**config.mk**
```make
export PLATFORM = sky130hd
export DESIGN_NAME = fetch_exec_sequencer
export DESIGN_NICKNAME = d
export VERILOG_FILES = /design/src/rtl/fes_pkg.sv /design/src/rtl/fes_phase_gen.sv /design/src/rtl/fes_fetch_unit.sv /design/src/rtl/fes_strobe_gen.sv /design/src/rtl/fetch_exec_sequencer.sv
export SDC_FILE = /design/constraint.sdc
export NUM_CORES = 1
export LEC_CHECK = 0
export BUFFER_PORTS_ARGS = -buffer_cell sky130_fd_sc_hd__buf_2
export CORE_UTILIZATION = 35
export DETAILED_ROUTE_END_ITERATION = 8
export PLACE_DENSITY_LB_ADDON = 0.25
export SYNTH_ARGS = -nofsm -noshare
export SYNTH_HDL_FRONTEND = slang
export SYNTH_SLANG_ARGS = --single-unit
```
**constraint.sdc**
```tcl
create_clock -name clk -period 3.4 [get_ports clk]
set_input_delay 0.17 -clock clk [delete_from_list [all_inputs] [get_ports clk]]
set_output_delay 0.17 -clock clk [all_outputs]
set_load 0.05 [all_outputs]
```
**src/rtl/fes_pkg.sv**
```systemverilog
package fes_pkg;

  localparam int NUM_PHASES = 4;
  localparam int PH_Q1 = 0;
  localparam int PH_Q2 = 1;
  localparam int PH_Q3 = 2;
  localparam int PH_Q4 = 3;

  localparam logic [NUM_PHASES-1:0] PHASE_RESET = 4'b0001;

  // next phase of the ring: each bit moves up one, Q4 wraps to Q1
  function automatic logic [NUM_PHASES-1:0] phase_advance(input logic [NUM_PHASES-1:0] cur);
    return {cur[NUM_PHASES-2:0], cur[NUM_PHASES-1]};
  endfunction

endpackage

```
**src/rtl/fes_phase_gen.sv**
```systemverilog
module fes_phase_gen
  import fes_pkg::*;
(
  input  logic                  clk,
  input  logic                  rst_n,
  output logic [NUM_PHASES-1:0] phase
);

  logic [NUM_PHASES-1:0] phase_q;
  logic [NUM_PHASES-1:0] phase_nxt;

  assign phase_nxt = phase_advance(phase_q);

  always_ff @(posedge clk) begin
    if (!rst_n) phase_q <= PHASE_RESET;
    else        phase_q <= phase_nxt;
  end

  assign phase = phase_q;

  AST_PHASE_ONEHOT: assert property (@(posedge clk) disable iff (!rst_n)
    $countones(phase_q) == 1);
  AST_PHASE_ORDER_Q1: assert property (@(posedge clk) disable iff (!rst_n)
    phase_q[PH_Q1] |=> phase_q[PH_Q2]);
  AST_PHASE_ORDER_Q4: assert property (@(posedge clk) disable iff (!rst_n)
    phase_q[PH_Q4] |=> phase_q[PH_Q1]);

endmodule

```
**src/rtl/fes_fetch_unit.sv**
```systemverilog
module fes_fetch_unit
  import fes_pkg::*;
#(
  parameter int ADDR_W    = 8,
  parameter int INSTR_W   = 14,
  parameter int RESET_VEC = 0
) (
  input  logic                  clk,
  input  logic                  rst_n,
  input  logic [NUM_PHASES-1:0] phase,
  input  logic                  branch,
  input  logic [ADDR_W-1:0]     branch_target,
  input  logic [INSTR_W-1:0]    pmem_data,
  output logic [ADDR_W-1:0]     pmem_addr,
  output logic                  pmem_rd,
  output logic [ADDR_W-1:0]     pc,
  output logic [INSTR_W-1:0]    ir,
  output logic                  ir_valid
);

  localparam logic [ADDR_W-1:0] PC_RESET = ADDR_W'(RESET_VEC);

  function automatic logic [ADDR_W-1:0] pc_step(input logic [ADDR_W-1:0] cur);
    return cur + ADDR_W'(1);
  endfunction

  logic [ADDR_W-1:0]  pc_q;
  logic [ADDR_W-1:0]  fetch_addr_q;
  logic [INSTR_W-1:0] ir_q;
  logic               ir_valid_q;

  // named internal events
  logic in_q1, in_q2, in_q4;
  logic take_branch;
  logic ir_load;

  assign in_q1       = phase[PH_Q1];
  assign in_q2       = phase[PH_Q2];
  assign in_q4       = phase[PH_Q4];
  assign take_branch = in_q4 & branch & ir_valid_q;
  assign ir_load     = in_q4;

  always_ff @(posedge clk) begin
    if (!rst_n) begin
      pc_q         <= PC_RESET;
      fetch_addr_q <= PC_RESET;
      ir_q         <= '0;
      ir_valid_q   <= 1'b0;
    end else begin
      if (in_q1) begin
        fetch_addr_q <= pc_q;
        pc_q         <= pc_step(pc_q);
      end
      if (ir_load) begin
        ir_q <= pmem_data;
        if (take_branch) begin
          pc_q       <= branch_target;
          ir_valid_q <= 1'b0;
        end else begin
          ir_valid_q <= 1'b1;
        end
      end
    end
  end

  assign pmem_addr = fetch_addr_q;
  assign pmem_rd   = in_q2;
  assign pc        = pc_q;
  assign ir        = ir_q;
  assign ir_valid  = ir_valid_q;

  AST_PC_STEP: assert property (@(posedge clk) disable iff (!rst_n)
    in_q1 |=> pc_q == $past(pc_q) + ADDR_W'(1));
  AST_PC_HOLD: assert property (@(posedge clk) disable iff (!rst_n)
    (phase[PH_Q2] | phase[PH_Q3]) |=> $stable(pc_q));
  AST_FETCH_ADDR: assert property (@(posedge clk) disable iff (!rst_n)
    in_q1 |=> pmem_addr == $past(pc_q));
  AST_IR_HOLD: assert property (@(posedge clk) disable iff (!rst_n)
    !in_q4 |=> $stable(ir_q));
  AST_BRANCH_FLUSH: assert property (@(posedge clk) disable iff (!rst_n)
    take_branch |=> (!ir_valid_q && pc_q == $past(branch_target)));
  AST_NO_BRANCH_VALID: assert property (@(posedge clk) disable iff (!rst_n)
    (in_q4 && !take_branch) |=> ir_valid_q);
  AST_VALID_ONLY_Q4: assert property (@(posedge clk) disable iff (!rst_n)
    !in_q4 |=> $stable(ir_valid_q));

endmodule

```
**src/rtl/fes_strobe_gen.sv**
```systemverilog
module fes_strobe_gen
  import fes_pkg::*;
(
  input  logic                  clk,
  input  logic                  rst_n,
  input  logic [NUM_PHASES-1:0] phase,
  input  logic                  ir_valid,
  output logic [NUM_PHASES-1:0] strobe
);

  for (genvar g = 0; g < NUM_PHASES; g++) begin : g_strobe
    assign strobe[g] = phase[g] & ir_valid;
  end

  AST_STROBE_SINGLE: assert property (@(posedge clk) disable iff (!rst_n)
    $onehot0(strobe));
  AST_STROBE_GATED: assert property (@(posedge clk) disable iff (!rst_n)
    (strobe != '0) |-> ir_valid);
  AST_STROBE_SLOT: assert property (@(posedge clk) disable iff (!rst_n)
    (strobe != '0) |-> (strobe == phase));

endmodule

```
**src/rtl/fetch_exec_sequencer.sv**
```systemverilog
module fetch_exec_sequencer
  import fes_pkg::*;
#(
  parameter int ADDR_W    = 8,
  parameter int INSTR_W   = 14,
  parameter int RESET_VEC = 0
) (
  input  logic               clk,
  input  logic               rst_n,
  output logic [ADDR_W-1:0]  pmem_addr,
  output logic               pmem_rd,
  input  logic [INSTR_W-1:0] pmem_data,
  input  logic               branch,
  input  logic [ADDR_W-1:0]  branch_target,
  output logic [3:0]         phase,
  output logic [ADDR_W-1:0]  pc,
  output logic [INSTR_W-1:0] ir,
  output logic               ir_valid,
  output logic               decode_en,
  output logic               operand_rd,
  output logic               exec_en,
  output logic               wb_en
);

  logic [NUM_PHASES-1:0] phase_w;
  logic [NUM_PHASES-1:0] strobe_w;
  logic                  ir_valid_w;

  fes_phase_gen u_phase (
    .clk   (clk),
    .rst_n (rst_n),
    .phase (phase_w)
  );

  fes_fetch_unit #(
    .ADDR_W    (ADDR_W),
    .INSTR_W   (INSTR_W),
    .RESET_VEC (RESET_VEC)
  ) u_fetch (
    .clk           (clk),
    .rst_n         (rst_n),
    .phase         (phase_w),
    .branch        (branch),
    .branch_target (branch_target),
    .pmem_data     (pmem_data),
    .pmem_addr     (pmem_addr),
    .pmem_rd       (pmem_rd),
    .pc            (pc),
    .ir            (ir),
    .ir_valid      (ir_valid_w)
  );

  fes_strobe_gen u_strobe (
    .clk      (clk),
    .rst_n    (rst_n),
    .phase    (phase_w),
    .ir_valid (ir_valid_w),
    .strobe   (strobe_w)
  );

  assign phase      = phase_w;
  assign ir_valid   = ir_valid_w;
  assign decode_en  = strobe_w[PH_Q1];
  assign operand_rd = strobe_w[PH_Q2];
  assign exec_en    = strobe_w[PH_Q3];
  assign wb_en      = strobe_w[PH_Q4];

  AST_RD_IN_Q2: assert property (@(posedge clk) disable iff (!rst_n)
    pmem_rd |-> phase_w[PH_Q2]);
  AST_FIRST_CYCLE_QUIET: assert property (@(posedge clk) disable iff (!rst_n)
    $rose(rst_n) |-> (!ir_valid_w && phase_w[PH_Q1]));

endmodule

```
==> results.py, run 1 <==
metrics = {
    "synth": {
        "syn_avg_cell_area_um2": 10.0,
        "synth-seq-cells": 35,
        "netlist_area_um2": 1340,
        "synth_edf_count": 0,
        "syn_nets": 160,
        "synth_ff_type": "dfxtp_1",
        "yosys_warnings": 0,
        "ys_seq_area_share_pct": 52.3,
        "synth_cell_types": 21,
        "ys_async_sr_fraction_pct": 0,
        "synth_cells": 134,
    },
    "pwr": {
        "netSwitchingPower_uw": 233,
        "p_int_uw": 673,
        "seqPwrFrac_pct": 48.2,
        "p_leak_nw": 0.862,
        "combPwrFrac_pct": 11.3,
        "totalPowerFinal_uw": 906,
        "clkPwrFrac_pct": 40.4,
        "powerDensity_nw_per_um2": 505,
        "vdd_drop_max_mv": 0.276,
        "sw_frac_of_total_pct": 25.7,
    },
    "cts": {
        "numClockSinks": 35,
        "cts_hold_buf": 0,
        "clock_latency_ns": 0.29,
        "numCtsBuffers": 5,
        "cts_resized": 0,
        "cts_setup_buffers": 0,
        "cts_tree": "yes",
        "clockBufferDepth": 2,
        "htreeDepth": 2,
        "clk_pin_slew_ns": 0.07,
        "clockRootBuffer": "clkbuf_8",
    },
    "die": {
        "ios": 65,
        "start_util_pct": 36.6,
        "rows": 22,
        "die_x_um": 63.9,
        "die_area_um2": 4080,
        "core_area_um2": 3660,
        "fp.dieH_um": 63.9,
    },
    "worst_setup_path": {
        "arrival_ns": 1.59,
        "worstPathCellList": "and2_1, buf_2",
        "path_class": "reg2out",
        "cp-end-kind": "output port",
        "crit_path_top_delay_cell": "dfxtp_1",
        "critPathLaunchType": "register",
        "max_stage_delay_ns": 0.82,
        "reg2regPathDepth": 3,
        "worstPathRequired_ns": 3.23,
        "crit_fanout": 18,
    },
    "route": {
        "routed-wl-met3_um": 220,
        "wl_met2_mm": 1.45,
        "top_layer_used": "met4",
        "drt_iter0_drc": 23,
        "viasPerCell": 4.81,
        "wl_per_cell_um": 12.1,
        "drcViolationCount": 0,
        "drt-total-wl_mm": 3.00,
        "ant_nets": 0,
        "met1_length_mm": 1.27,
        "vias": 1187,
        "drt_pass1_iterations": 3,
    },
    "layout": {
        "diodes": 0,
        "fin_cells": 247,
        "fin_nets": 224,
        "mostFrequentLayoutCell": "buf_2",
        "final_layout_size_suffix_gt1_share_pct": 37.2,
        "layout_common_cells": "64 x buf_2, 35 x dfxtp_1, 26 x nor2_1",
        "synthToLayoutAreaGrowth_pct": 34.0,
    },
    "timing": {
        "setup_viol": 0,
        "maxSlewViolCount": 0,
        "period_share_pct": 51.8,
        "finalClockSkew_ns": 0.00733,
        "min_period_ns": 1.76,
        "max_freq_mhz": 568,
        "hold_violations": 0,
        "relSlewSlack_pct": 48.6,
        "worst_pin_slew_ns": 0.770,
        "worst_hold_slack_ns": 0.116,
        "setup-tns-final_ns": 0,
        "rsz0062_at_grt": "no",
    },
    "outcome": {
        "run_status": "complete, no violations",
    },
    "global_routing": {
        "grt_pass1_vias": 1120,
        "grt_pass1_wl_mm": 5.09,
        "grt_overflow": 0,
        "groute.usage.overall_pct": 16.5,
        "grt_max_degree": 27,
        "antenna_found_initial": 0,
    },
    "placement": {
        "gp_routability_congestion": 0.800,
        "dp_hpwl_mm": 2.19,
        "port_buffers": 64,
        "place_inst": 239,
    },
    "hold_path": {
        "hold_class": "in2reg",
        "whs_path_depth": 3,
    },
    "job": {
        "max-cap-violations": 0,
    },
}
-- power groups by stage --
stage          registers, mW  logic (mW)  clock network, mW
2_1_floorplan          0.479      0.0381                  0
3_3_place_gp           0.445       0.102                  0
3_5_place_dp           0.446       0.104                  0
4_1_cts                0.437       0.104              0.378
5_1_grt                0.440       0.110              0.400
6_report               0.437       0.103              0.366
-- final timing paths --
check,from,end,slack [ns]
worst max-delay path,u_phase.phase[0],decode_en,1.64
worst max register to register,u_phase.phase[0],u_fetch.pc[6],1.76
worst min register to register,u_fetch.ir[9],u_fetch.ir[9],0.49
worst min-delay path,pmem_data[6],u_fetch.ir[6],0.12
-- flip-flops by register name, indices dropped and copies added (netlist names) --
register,flops
u_fetch.ir,14
u_fetch.pmem_addr,8
u_fetch.pc,8
u_fetch.ir_valid,1
u_phase.phase,4
-- metrics by stage --
step,util [%],area [um^2],setup slack [ns]
after floorplan,-,1340,1.64
after global placement,46.0,1680,1.82
after detailed placement,46.0,1680,1.76
after CTS,49.0,1800,1.62
after global routing,49.0,1800,1.48
final,49.0,1800,1.64
-- critical path, delay by kind of cell, from the launching register on --
| family | cells | cell delay [ns] |
|---|---|---|
| buffers and inverters | 1 | 0.26 |
| AND/OR/NAND/NOR | 1 | 0.22 |
| flip-flops | 1 | 0.82 |
-- per-layer routing --
metal | GRT usage (%) | up-vias
met1 | 18.3 | 547
li1 | - | 590
met2 | 27.5 | 45
met4 | 9.38 | 0
met3 | 5.54 | 5
met5 | 0 | -
-- synth_stat cells (2+ instances only) --
| cell type | instances | area (um^2) |
|---|---|---|
| a31oi_1 | 3 | 18.8 |
| o21ai_0 | 9 | 45.0 |
| a21oi_1 | 2 | 10.0 |
| buf_4 | 3 | 22.5 |
| nand4_1 | 3 | 18.8 |
| buf_2 | 3 | 15.0 |
| mux2i_1 | 23 | 230 |
| a211oi_1 | 3 | 22.5 |
| nor2_1 | 26 | 97.6 |
| dfxtp_1 | 35 | 701 |
| xor2_1 | 3 | 26.3 |
| or3_1 | 3 | 18.8 |
| and2_1 | 7 | 43.8 |
| clkbuf_1 | 2 | 7.51 |
| nand3_1 | 3 | 15.0 |
-- cell type report --
class                      instances  area [um^2]
clock buffer                       5         68.8
sequential                        35          701
clock inverter                     3         43.8
multi-input combinational         90          591
tap                               48         60.1
inverter                           1         3.75
timing repair buffer              65          328
fill                             352         1870
-- logic make-up after synthesis --
logic type               Yosys count  share of synthesized area (%)
AND/OR/NAND/NOR                   45                           16.2
flip-flops                        35                           52.3
multiplexers                      23                           17.2
AO/OA/AOI/OAI                     17                           7.19
buffers and inverters              9                           3.64
XOR/XNOR                           4                           2.61
adder cells (fa/ha/maj)            1                          0.934
No activity file was read; power rests on OpenSTA's default activity.
==> run 2, diff against run 1 <==
==> constraint.sdc (replaced) <==
create_clock -name clk -period 1.7 [get_ports clk]
set_input_delay 0.085 -clock clk [delete_from_list [all_inputs] [get_ports clk]]
set_output_delay 0.085 -clock clk [all_outputs]
set_load 0.05 [all_outputs]
==> results.py, run 2 (same netlist as run 1, synthesis figures left out) <==
metrics = {
    "worst_setup_path": {
        "reg2regPathDepth": 4,
        "crit_fanout": 10,
        "path_class": "reg2out",
        "arrival_ns": 1.39,
        "critPathLaunchType": "register",
        "cp-end-kind": "output port",
        "r2r-end": "u_fetch.pc[6]",
        "reg2reg_slack_ns": 0.30,
        "reg2reg_from": "u_fetch.pc[1]",
        "worstPathRequired_ns": 1.62,
    },
    "timing": {
        "max_freq_mhz": 677,
        "period_share_pct": 86.9,
        "hold_violations": 0,
        "worst_slack_ns": 0.223,
        "rsz0062_at_grt": "no",
        "finalClockSkew_ns": 0.00377,
        "maxSlewViolCount": 0,
        "relSlewSlack_pct": 62.7,
        "min_period_ns": 1.48,
        "setup_viol": 0,
        "worst_hold_slack_ns": 0.0296,
        "worst_pin_slew_ns": 0.558,
        "setup-tns-final_ns": 0,
    },
    "layout": {
        "fin_util_pct": 49.9,
        "mostFrequentLayoutCell": "buf_2",
        "largest_reg_flops": 14,
        "synthToLayoutAreaGrowth_pct": 36.3,
        "layout_common_cells": "64 x buf_2, 34 x dfxtp_1, 26 x nor2_1",
        "fin_nets": 228,
        "fin_cells": 251,
        "stdcell_area_um2": 1830,
        "diodes": 0,
        "final_layout_size_suffix_gt1_share_pct": 38.9,
        "fillCellCount": 360,
    },
    "placement": {
        "port_buffers": 64,
        "pre_cts_slack_ns": 0.306,
        "dp_hpwl_mm": 2.33,
        "place_inst": 243,
        "gp_routability_congestion": 0.809,
        "placed_cell_area_um2": 1710,
    },
    "cts": {
        "clock_latency_ns": 0.29,
        "clockRootBuffer": "clkbuf_8",
        "numCtsBuffers": 5,
        "numClockSinks": 35,
        "clockBufferDepth": 2,
        "clk_pin_slew_ns": 0.07,
        "cts_tree": "yes",
        "cts_hold_buf": 0,
        "cts_setup_buffers": 0,
        "cts_resized": 0,
        "htreeDepth": 2,
    },
    "global_routing": {
        "grt_pass1_vias": 1143,
        "groute.usage.overall_pct": 16.6,
        "grt_max_degree": 19,
        "grt_overflow": 0,
        "antenna_found_initial": 0,
        "grt_pass1_wl_mm": 5.11,
    },
    "route": {
        "drt-total-wl_mm": 3.12,
        "drt_iter0_drc": 43,
        "drcViolationCount": 0,
        "wl_per_cell_um": 12.4,
        "viasPerCell": 4.75,
        "drt_pass1_iterations": 4,
        "ant_nets": 0,
        "vias": 1191,
    },
    "hold_path": {
        "worstHoldStart": "pmem_data[0]",
        "hold_class": "in2reg",
        "hold_path_end": "u_fetch.ir[0]",
        "whs_path_depth": 3,
    },
    "die": {
        "ios": 65,
        "rows": 22,
        "start_util_pct": 36.6,
        "die_area_um2": 4080,
        "die_x_um": 63.9,
        "fp.dieH_um": 63.9,
        "core_area_um2": 3660,
    },
    "pwr": {
        "powerDensity_nw_per_um2": 999,
        "vdd_drop_max_mv": 0.491,
        "totalPowerFinal_mw": 1.82,
        "p_leak_nw": 0.881,
    },
    "outcome": {
        "run_status": "complete, no violations",
    },
    "job": {
        "max-cap-violations": 0,
    },
}
## run 2: cell count changes in the layout (fill, tap and decap cells not counted)
| cell | change |
|---|---|
| buf_4 | +4 |
| dfxtp_2 | +1 |
| dfxtp_1 | -1 |
## run 2: area by class of cell
| type | instances | area, um^2 | area share, % |
|---|---|---|---|
| well taps | 48 | 60.1 | 3.29 |
| clock inverters | 3 | 43.8 | 2.40 |
| inverters | 1 | 3.75 | 0.205 |
| clock buffers | 5 | 68.8 | 3.77 |
| flip-flops and latches | 35 | 702 | 38.4 |
| multi-input cells | 90 | 591 | 32.3 |
| repair buffers | 69 | 358 | 19.6 |
## run 2: report_power, final
part | internal (mW) | total [mW] | switching (mW) | leakage (nW)
combinational | 0.0755 | 0.225 | 0.150 | 0.539
sequential | 0.843 | 0.866 | 0.0226 | 0.284
clock | 0.436 | 0.734 | 0.298 | 0.0581
total | 1.35 | 1.82 | 0.470 | 0.881
## run 2: metal layers
metal	vias up	GRT usage, %	wire [um]	part of all wire [%]
li1	597	-	-	-
met1	538	18.9	1330	43
met2	49	27.7	1510	48
met3	7	5.18	225	7.2
met4	0	8.24	54	1.7
met5	-	0	0	0
## run 2: worst max path at each step
stage,to,slack [ns],from,depth (start not counted)
floorplan,decode_en,0.03,u_phase.phase[0],3
global placement,u_fetch.pc[6],0.38,u_fetch.pc[1],4
detailed placement,u_fetch.pc[6],0.31,u_fetch.pc[1],4
CTS,decode_en,0.06,u_phase.phase[0],3
global route,u_fetch.pc[7],0.12,u_fetch.ir_valid,3
finish,decode_en,0.22,u_phase.phase[0],3
## run 2: critical path: stages, from the launching register on
cell and delay, ns:
dfxtp_2 0.47, buf_4 0.24, and2_1 0.14, buf_2 0.26
